$ cat config.mk
export PLATFORM = sky130hd
export DESIGN_NAME = bdot_acc
export DESIGN_NICKNAME = d
export VERILOG_FILES = /design/src/rtl/bdot_pkg.sv /design/src/rtl/bdot_lane_mac.sv /design/src/rtl/bdot_lane_fix.sv /design/src/rtl/bdot_flow.sv /design/src/rtl/bdot_acc.sv
export SDC_FILE = /design/constraint.sdc
export NUM_CORES = 1
export LEC_CHECK = 0
export BUFFER_PORTS_ARGS = -buffer_cell sky130_fd_sc_hd__buf_2
export CORE_UTILIZATION = 56
export CTS_CLUSTER_DIAMETER = 60
export DETAILED_ROUTE_END_ITERATION = 10
export PLACE_DENSITY = 0.75
export SYNTH_ARGS = -nofsm -noshare
export SYNTH_HDL_FRONTEND = slang
export SYNTH_SLANG_ARGS = --single-unit
$ cat constraint.sdc
create_clock -name clk -period 1.83 [get_ports clk]
set_clock_uncertainty 0.1 [all_clocks]
set_input_delay 0.4575 -clock clk [delete_from_list [all_inputs] [get_ports clk]]
set_output_delay 0.4575 -clock clk [all_outputs]
set_load 0.1 [all_outputs]
$ cat src/rtl/bdot_pkg.sv
package bdot_pkg;
  localparam int unsigned ELEM_W  = 8;
  localparam int unsigned ELEMS   = 4;
  localparam int unsigned LANE_W  = ELEM_W * ELEMS;
  localparam int unsigned ACC_W   = 32;
  localparam int unsigned PROD_W  = 2 * ELEM_W + 1;
  localparam int unsigned SUM_W   = PROD_W + $clog2(ELEMS);
  localparam int unsigned WSUM_W  = ELEM_W + $clog2(ELEMS);
  localparam int unsigned BIAS_SH = ELEM_W - 1;

  typedef enum logic {
    ACT_UNSIGNED = 1'b0,
    ACT_SIGNED   = 1'b1
  } act_mode_e;
endpackage

$ cat src/rtl/bdot_lane_mac.sv
// First-stage arithmetic of one lane: offset activations when signed,
// form the unsigned-by-signed products, their sum, and the weight sum.
module bdot_lane_mac
  import bdot_pkg::*;
#(
  parameter int unsigned EW = ELEM_W,
  parameter int unsigned NE = ELEMS,
  localparam int unsigned PW  = 2 * EW + 1,
  localparam int unsigned SW  = PW + $clog2(NE),
  localparam int unsigned WSW = EW + $clog2(NE)
) (
  input  logic [NE*EW-1:0]     act_i,
  input  logic [NE*EW-1:0]     wgt_i,
  input  act_mode_e            mode_i,
  output logic signed [SW-1:0]  psum_o,
  output logic signed [WSW-1:0] wsum_o
);

  logic signed [PW-1:0] prod [NE];
  logic signed [PW-1:0] wgt_x [NE];

  for (genvar e = 0; e < NE; e++) begin : g_elem
    logic [EW-1:0]        act_u;
    logic signed [PW-1:0] act_x;
    // Adding 128 to a signed byte equals flipping its top bit.
    assign act_u    = {act_i[e*EW+EW-1] ^ (mode_i == ACT_SIGNED), act_i[e*EW +: EW-1]};
    assign act_x    = PW'($signed({1'b0, act_u}));
    assign wgt_x[e] = PW'($signed(wgt_i[e*EW +: EW]));
    assign prod[e]  = act_x * wgt_x[e];
  end

  always_comb begin
    psum_o = '0;
    wsum_o = '0;
    for (int e = 0; e < NE; e++) begin
      psum_o = psum_o + SW'(prod[e]);
      wsum_o = wsum_o + WSW'(wgt_x[e]);
    end
  end

endmodule

$ cat src/rtl/bdot_lane_fix.sv
// Second-stage arithmetic of one lane: remove the offset term, then add
// into the accumulator word with modulo-2^32 wrap.
module bdot_lane_fix
  import bdot_pkg::*;
#(
  parameter int unsigned SW  = SUM_W,
  parameter int unsigned WSW = WSUM_W,
  parameter int unsigned AW  = ACC_W,
  parameter int unsigned SH  = BIAS_SH
) (
  input  logic signed [SW-1:0]  psum_i,
  input  logic signed [WSW-1:0] wsum_i,
  input  logic [AW-1:0]         acc_i,
  input  act_mode_e             mode_i,
  output logic [AW-1:0]         res_o
);

  logic [AW-1:0] psum_x;
  logic [AW-1:0] comp_x;

  always_comb begin
    psum_x = AW'(psum_i);
    comp_x = (mode_i == ACT_SIGNED) ? (AW'(wsum_i) << SH) : '0;
    res_o  = acc_i + psum_x - comp_x;
  end

endmodule

$ cat src/rtl/bdot_flow.sv
// Handshake and stage-valid control for the two-stage pipeline, with the
// reset release synchroniser.
module bdot_flow (
  input  logic clk,
  input  logic rst_n,
  input  logic in_valid_i,
  input  logic out_ready_i,
  output logic in_ready_o,
  output logic out_valid_o,
  output logic s1_valid_o,
  output logic ld1_o,
  output logic ld2_o,
  output logic srst_n_o
);

  logic [1:0] sync_q;
  logic       v1_q, v1_d;
  logic       v2_q, v2_d;
  logic       adv1, adv2;

  always_ff @(posedge clk or negedge rst_n) begin
    if (!rst_n) sync_q <= '0;
    else        sync_q <= {sync_q[0], 1'b1};
  end
  assign srst_n_o = sync_q[1];

  always_comb begin
    adv2  = !v2_q || out_ready_i;
    adv1  = (!v1_q || adv2) && srst_n_o;
    v1_d  = adv1 ? in_valid_i : v1_q;
    v2_d  = adv2 ? v1_q : v2_q;
    ld1_o = adv1 && in_valid_i;
    ld2_o = adv2 && v1_q;
  end

  always_ff @(posedge clk or negedge srst_n_o) begin
    if (!srst_n_o) begin
      v1_q <= 1'b0;
      v2_q <= 1'b0;
    end else begin
      v1_q <= v1_d;
      v2_q <= v2_d;
    end
  end

  assign in_ready_o  = adv1;
  assign out_valid_o = v2_q;
  assign s1_valid_o  = v1_q;

  AST_TAKE_FILLS_S1: assert property (@(posedge clk) disable iff (!srst_n_o)
    in_valid_i && in_ready_o |=> s1_valid_o);
  AST_S1_MOVES_ON: assert property (@(posedge clk) disable iff (!srst_n_o)
    s1_valid_o && (!out_valid_o || out_ready_i) |=> out_valid_o);
  AST_STALL_KEEPS_VALID: assert property (@(posedge clk) disable iff (!srst_n_o)
    out_valid_o && !out_ready_i |=> out_valid_o);

endmodule

$ cat src/rtl/bdot_acc.sv
module bdot_acc
  import bdot_pkg::*;
#(
  parameter int unsigned LANES = 1,
  localparam int unsigned VEC_W = LANES * LANE_W
) (
  input  logic             clk,
  input  logic             rst_n,
  input  logic             in_valid_i,
  output logic             in_ready_o,
  input  logic [VEC_W-1:0] act_i,
  input  logic [VEC_W-1:0] wgt_i,
  input  logic [VEC_W-1:0] acc_i,
  input  logic             mode_i,
  output logic             out_valid_o,
  input  logic             out_ready_i,
  output logic [VEC_W-1:0] result_o
);

  localparam int signed BOUND = ELEMS * (1 << (2 * BIAS_SH));

  logic s1_valid, ld1, ld2, srst_n;

  bdot_flow u_flow (
    .clk         (clk),
    .rst_n       (rst_n),
    .in_valid_i  (in_valid_i),
    .out_ready_i (out_ready_i),
    .in_ready_o  (in_ready_o),
    .out_valid_o (out_valid_o),
    .s1_valid_o  (s1_valid),
    .ld1_o       (ld1),
    .ld2_o       (ld2),
    .srst_n_o    (srst_n)
  );

  act_mode_e        mode_d, mode_q;
  logic [VEC_W-1:0] acc_d, acc_q;
  logic [VEC_W-1:0] res_d, res_q;

  always_comb begin
    mode_d = act_mode_e'(mode_i);
    acc_d  = acc_i;
  end

  always_ff @(posedge clk) begin
    if (ld1) begin
      mode_q <= mode_d;
      acc_q  <= acc_d;
    end
  end

  for (genvar l = 0; l < LANES; l++) begin : g_lane
    logic signed [SUM_W-1:0]  psum_d, psum_q;
    logic signed [WSUM_W-1:0] wsum_d, wsum_q;
    logic signed [ACC_W-1:0]  corr;

    bdot_lane_mac u_mac (
      .act_i  (act_i[l*LANE_W +: LANE_W]),
      .wgt_i  (wgt_i[l*LANE_W +: LANE_W]),
      .mode_i (mode_d),
      .psum_o (psum_d),
      .wsum_o (wsum_d)
    );

    always_ff @(posedge clk) begin
      if (ld1) begin
        psum_q <= psum_d;
        wsum_q <= wsum_d;
      end
    end

    bdot_lane_fix u_fix (
      .psum_i (psum_q),
      .wsum_i (wsum_q),
      .acc_i  (acc_q[l*ACC_W +: ACC_W]),
      .mode_i (mode_q),
      .res_o  (res_d[l*ACC_W +: ACC_W])
    );

    assign corr = ACC_W'(psum_q) - (ACC_W'(wsum_q) <<< BIAS_SH);

    AST_SIGNED_RANGE: assert property (@(posedge clk) disable iff (!srst_n)
      s1_valid && mode_q == ACT_SIGNED |-> (corr <= BOUND) && (corr >= -BOUND));
  end

  always_ff @(posedge clk) begin
    if (ld2) res_q <= res_d;
  end

  assign result_o = res_q;

  AST_STALL_KEEPS_RESULT: assert property (@(posedge clk) disable iff (!srst_n)
    out_valid_o && !out_ready_i |=> $stable(result_o));

endmodule

==> flow_summary_export.csv, run 1 <==
group,metric,value,unit
run_status,status,"finished with violations",
run_status,violations,"setup timing",
synth,synthSimpleGateAreaFrac,12.36,%
critical_path,worstPathMaxFanout,4,
placed_design,place_hpwl,33980,um
cts,ctsHtreeMaxLevel,3,
synth,ys_types,62,
synth,ys.warnings.count,0,
synth,synth_top_area_cell,"fa_1",
critical_path,cp-end-kind,"flop",
synth,synthAdderAreaFrac,49.38,%
critical_path,crit_slowest_cell,"fa_2",
critical_path,crit_arrival,6.61,ns
cts,clk_pin_slew,0.07,ns
sta,slew_viol_final,0,
cells_and_area,layout_commonest_cell,"inv_1",
synth,ys_ff_latch,98,
die,die_w,171.3,um
synth,synth_enable_flop_cells,94,
drt,via_per_inst,5.112,
min_path,worstHoldPathType,"in2reg",
die,std_cell_rows,61,
sta,rsz0062_at_grt,"true",
drt,wl_per_cell,17.30,um
global_route,grt_pass1_wl,65210,um
critical_path,cpPeakStageDelay,0.59,ns
cells_and_area,finalNonFillerCells,2417,
sta,setup_viol,55,
synth,async_flop_share,4.082,%
cts,cts_inserted_buffers,9,
critical_path,crit_family,"adder cells",
drt,dr.pass1.iters,6,
critical_path,crit_path_start_kind,"primary input",
sta,relSlewSlack,53.51,%
cells_and_area,final_util,76.58,%
sta,fin_crit,6.603,ns
cts,clock_latency,0.36,ns
cts,clock_path_buffers,2,
cells_and_area,syn_to_final_growth,33.57,%
cells_and_area,final_nets,2605,
global_route,antenna_found_initial,3,
sta,worst_slack,-4.773,ns
die,die_h,171.3,um
die,dieArea,29360,um2
synth,yosys-top-cells-area,"fa_1 34%, edfxtp_1 18%, ha_1 15%, inv_1 11%, and2_1 6.4%",
synth,ys.flop_type,"edfxtp_1",
critical_path,required,1.83,ns
critical_path,regToRegSetupSlack,-1.58,ns
sta,period_share,360.8,%
placed_design,dp_cells,2357,
synth,seq_area_frac_synth,18.20,%
synth,synth-xor-area-share,3.381,%
sta,tightest_slew,0.6974,ns
synth,synthesis.nets,2180,
sta,finalSetupTns,-112.43,ns
global_route,grt_max_degree,33,
synth,postSynthAreaPerCell,9.981,um2
global_route,grt_util_all_layers,29.41,%
sta,hold_viol,0,
cells_and_area,num_antenna_cells,0,
sta,max_freq,151.4,MHz
cts,cts_root_buf,"clkbuf_16",
critical_path,crit_buf_inv,6,
placed_design,place_congestion,0.9018,
placed_design,io_buffer_count,134,
global_route,first_global_vias,13230,
drt,ant_nets,0,
critical_path,cpMostUsedCell,"fa_1",
cts,cts_tree,"built",
synth,netlist.area_leader.share,34.03,%
global_route,grt-ovfl-total,0,
critical_path,path_cells,"buf_8 -> buf_12 -> xor2_4 -> and2_4 -> fa_2 -> inv_2 -> fa_1 -> fa_1 -> inv_1 -> fa_1 -> fa_1 -> fa_2 -> fa_1 -> fa_1 -> ha_4 -> a21oi_4 -> buf_4 -> buf_6 -> o21ai_4 -> o2bb2ai_4 -> o21ai_2 -> nor2b_4 -> o41ai_2 -> xnor2_1",
drt,drcViolationCount,0,
cells_and_area,layout_common_cells,"427 x inv_1, 264 x fa_1, 241 x buf_4, 141 x and2_1, 141 x ha_1",
drt,drt_wl_total,41810,um
drt,vias,12360,
cts,cts_num_sinks,98,
die,core_region_area,28010,um2
die,ioPinCount,135,
synth,synth_top_family_by_area,"adder cells",
cells_and_area,drive_gt1_share,32.32,%
die,initial_core_util,57.33,%
synth,postSynthCellCount,1609,
critical_path,path_class,"in2reg",
drt,drt_iter0_markers,591,
flow_run,cap_viol_max_count,0,
synth,synthMuxAreaShare,0.1247,%
synth,synth_compound_area_share,5.423,%
synth,netlist_area,16060,um2
==> cell families after synthesis <==
kind of cell	Yosys count
other cells	1
buf+inv	471
flops	98
mux	2
xor+xnor	62
compound gates	131
simple gates	374
fa+ha+maj	470
==> final cells by class <==
type	instances	area [um2]
Timing Repair Buffer	425	3319
Tap cell	378	473.0
Clock buffer	10	229.0
Sequential cell	98	2927
Clock inverter	6	48.80
Fill cell	1803	6560
Multi-Input combinational cell	1040	12720
Inverter	460	1737
==> final timing paths <==
check / depth (start not counted) / end / start
setup / recovery: 24 / g_lane[0].psum_q[17] / mode_i
hold / removal: 1 / acc_q[29] / acc_i[29]
setup reg to reg: 12 / result_o[25] / mode_q
hold reg to reg: 0 / u_flow.sync_q[1] / u_flow.sync_q[0]
max in group asynchronous: 1 / u_flow.out_valid_o / u_flow.sync_q[1]
min in group asynchronous: 2 / u_flow.sync_q[0] / rst_n
==> timing repair <==
item	in CTS	in global routing
pin swaps	101	76
gates resized for setup	182	96
hold endpoints to repair	4	0
hold buffers	2	0
setup endpoints to repair	57	57
buffers inserted	28	28
==> per-stage QoR <==
stage / hold WS, ns / setup WS (ns) / instance area, um2
6_report: 0.1713 / -4.773 / 21450
5_1_grt: 0.1615 / -4.959 / 21450
4_1_cts: 0.1607 / -4.782 / 20880
3_5_place_dp: -0.04373 / -5.324 / 19600
3_3_place_gp: -0.05343 / -5.192 / 19600
2_1_floorplan: -0.06008 / -4.678 / 16580
==> sequential cells by signal, summed over array words and instances (netlist names) <==
register            cells
u_flow.sync_q           2
g_lane.psum_q          19
mode_q                  1
acc_q                  32
u_flow.s1_valid_o       1
u_flow.out_valid_o      1
result_o               32
g_lane.wsum_q          10
==> cells in the mapped netlist (6+ instances only) <==
cell        n
a21o_1     14
a21oi_1    42
and2_1    165
buf_2       6
edfxtp_1   94
fa_1      273
ha_1      197
inv_1     460
nand2_1   105
nand2b_1   14
nand4_1     7
nor2_1     42
nor2b_1     6
nor3_1      7
o211ai_1    7
o21a_1      9
o21ai_0    18
o21ai_1     8
xnor2_1    44
xor2_1     18
==> metal layers <==
layer	track usage, %	vias to the layer above	routed length (um)
met1	33.81	6097	15930
met2	55.21	375	22310
li1	-	5751	-
met3	4.004	126	1775
met4	11.02	6	1765
met5	0	-	30
Power of run 1 is left out: the tool's default activity adds up to more than one toggle a clock period on the data nets, which glitch-free logic cannot reach.
==> run 2, diff against run 1 <==
--- a/config.mk
+++ b/config.mk
@@ -5,11 +5,10 @@
 export SDC_FILE = /design/constraint.sdc
 export NUM_CORES = 1
 export LEC_CHECK = 0
-export BUFFER_PORTS_ARGS = -buffer_cell sky130_fd_sc_hd__buf_2
-export CORE_UTILIZATION = 56
+export CORE_UTILIZATION = 29
 export CTS_CLUSTER_DIAMETER = 60
 export DETAILED_ROUTE_END_ITERATION = 10
-export PLACE_DENSITY = 0.75
+export DONT_BUFFER_PORTS = 1
 export SYNTH_ARGS = -nofsm -noshare
 export SYNTH_HDL_FRONTEND = slang
 export SYNTH_SLANG_ARGS = --single-unit
==> constraint.sdc (replaced) <==
create_clock -name clk -period 6.45 [get_ports clk]
set_clock_uncertainty 0.1 [all_clocks]
set_input_delay 1.6125 -clock clk [delete_from_list [all_inputs] [get_ports clk]]
set_output_delay 1.6125 -clock clk [all_outputs]
set_load 0.1 [all_outputs]
==> flow_summary_export.csv, run 2 (same netlist as run 1, synthesis figures left out) <==
group,metric,value,unit
critical_path,crit_path_start_kind,"primary input",
critical_path,worstPathMaxFanout,7,
drt,via_per_inst,4.451,
cts,clock_path_buffers,2,
drt,drcViolationCount,0,
placed_design,placed_cell_area,17430,um2
critical_path,cpMostUsedCell,"fa_1",
sta,rsz0062_at_grt,"true",
run_status,violations,"setup timing",
min_path,min_path_cells,0,
sta,relSlewSlack,38.54,%
cells_and_area,regArea,2923,um2
cts,cts_root_buf,"clkbuf_16",
placed_design,place_hpwl,34730,um
sta,tightest_slew,0.9219,ns
drt,vias,10510,
cells_and_area,layout_common_cells,"451 x inv_1, 268 x fa_1, 188 x ha_1, 159 x and2_1, 99 x nand2_1",
drt,dr.pass1.iters,5,
drt,wl_per_cell,16.69,um
drt,ant_nets,0,
critical_path,required,6.48,ns
drt,drt_iter0_markers,497,
critical_path,r2r_cells,11,
cells_and_area,multi_input_comb_area,11760,um2
cts,cts_tree,"built",
drt,drt_wl_total,39430,um
sta,slew_viol_final,0,
cells_and_area,syn_to_final_growth,12.05,%
die,initial_core_util,29.61,%
min_path,hold_end,"u_flow.sync_q[1]",
sta,period_share,115.5,%
critical_path,cp-end-kind,"flop",
sta,setup_viol,13,
cells_and_area,drive_gt1_share,8.293,%
global_route,grt_pass1_wl,64010,um
critical_path,path_class,"in2reg",
placed_design,io_buffer_count,0,
critical_path,crit_slowest_cell,"fa_1",
cts,cts_inserted_buffers,9,
sta,fin_crit,7.452,ns
cts,clk_pin_slew,0.08,ns
cells_and_area,nFillCells,5460,
die,ioPinCount,135,
sta,max_freq,134.2,MHz
global_route,grt_util_all_layers,14.73,%
run_status,status,"finished with violations",
cts,cts_num_sinks,98,
critical_path,crit_arrival,7.48,ns
global_route,antenna_found_initial,3,
cts,ctsHtreeMaxLevel,3,
global_route,grt_max_degree,64,
die,dieArea,56320,um2
sta,hold_viol,0,
cells_and_area,final_area,17990,um2
cells_and_area,final_nets,2230,
cts,clock_latency,0.37,ns
global_route,first_global_vias,11940,
critical_path,worstReg2RegStart,"mode_q",
die,die_w,237.3,um
die,core_region_area,54240,um2
placed_design,place_congestion,0.8762,
global_route,grt-ovfl-total,0,
critical_path,path_cells,"xor2_4 -> and2_4 -> fa_1 -> inv_2 -> fa_1 -> inv_1 -> fa_1 -> fa_1 -> fa_1 -> fa_1 -> fa_1 -> inv_1 -> fa_1 -> inv_2 -> ha_4 -> o21a_1 -> o21ai_4 -> o2bb2ai_4 -> o21ai_4 -> nor2b_4 -> o41ai_2 -> xnor2_1",
die,die_h,237.3,um
die,std_cell_rows,85,
critical_path,cpPeakStageDelay,0.54,ns
critical_path,crit-reg2reg-capture,"result_o[31]",
min_path,worstHoldPathType,"reg2reg",
min_path,hp-start,"u_flow.sync_q[0]",
flow_run,cap_viol_max_count,0,
cells_and_area,final_util,33.18,%
sta,worst_slack,-1.002,ns
critical_path,regToRegSetupSlack,2.35,ns
cells_and_area,layout_commonest_cell,"inv_1",
sta,finalSetupTns,-8.729,ns
-- run 2: cell count changes in the layout (fill, tap and decap cells not counted), sizes merged --
cell / change
diode: +2
dlygate4sd3: -1
clkbuf: -1
inv: +3
clkinvlp: -1
buf: -374
clkinv: -1
-- run 2: worst max-delay path by stage --
stage	from	endpoint	slack (ns)	cells past startpoint
after floorplan	mode_i	g_lane[0].psum_q[17]	-1.21	22
after global placement	mode_i	g_lane[0].psum_q[17]	-1.44	22
after detailed placement	mode_i	g_lane[0].psum_q[17]	-1.51	22
after CTS	act_i[23]	g_lane[0].psum_q[18]	-1.05	20
after global routing	mode_i	g_lane[0].psum_q[18]	-1.15	20
final	mode_i	g_lane[0].psum_q[17]	-1.00	22
-- run 2: layer usage --
metal / routed length [um] / track usage, %
met1: 16950 / 17.66
met2: 19620 / 26.34
met3: 1886 / 2.892
met4: 960 / 4.673
met5: 18 / 0
-- run 2: layout make-up --
type | instances | share of cell area, %
antenna | 2 | 0.02781
multi-input combinational | 1040 | 65.36
sequential | 98 | 16.24
timing repair buffer | 50 | 2.225
tap | 696 | 4.839
inverter | 460 | 9.595
clock buffer | 9 | 1.252
clock inverter | 7 | 0.4589
-- run 2: critical path, delay by kind of cell --
| family | cells | cell delay (ns) |
|---|---|---|
| fa+ha+maj | 9 | 4.16 |
| compound gates | 5 | 0.89 |
| simple gates | 2 | 0.30 |
| xor+xnor | 2 | 0.29 |
| buf+inv | 4 | 0.20 |
-- run 2: stage by stage --
step | hold slack (ns) | setup slack (ns) | std cells
2_1_floorplan | -0.07257 | -1.213 | 1609
3_3_place_gp | -0.06727 | -1.437 | 2336
3_5_place_dp | -0.05829 | -1.513 | 2336
4_1_cts | 0.2512 | -1.052 | 2357
5_1_grt | 0.2614 | -1.147 | 2362
6_report | 0.2507 | -1.002 | 2362
-- run 2: timing repair --
| item | in CTS | in global routing |
|---|---|---|
| hold buffers | 1 | 0 |
| hold endpoints to repair | 2 | 0 |
| resized for setup | 18 | 25 |
| setup endpoints to repair | 13 | 14 |
| pin swaps | 34 | 22 |
| setup buffers | 4 | 4 |
Power of run 2 is left out for the same reason.
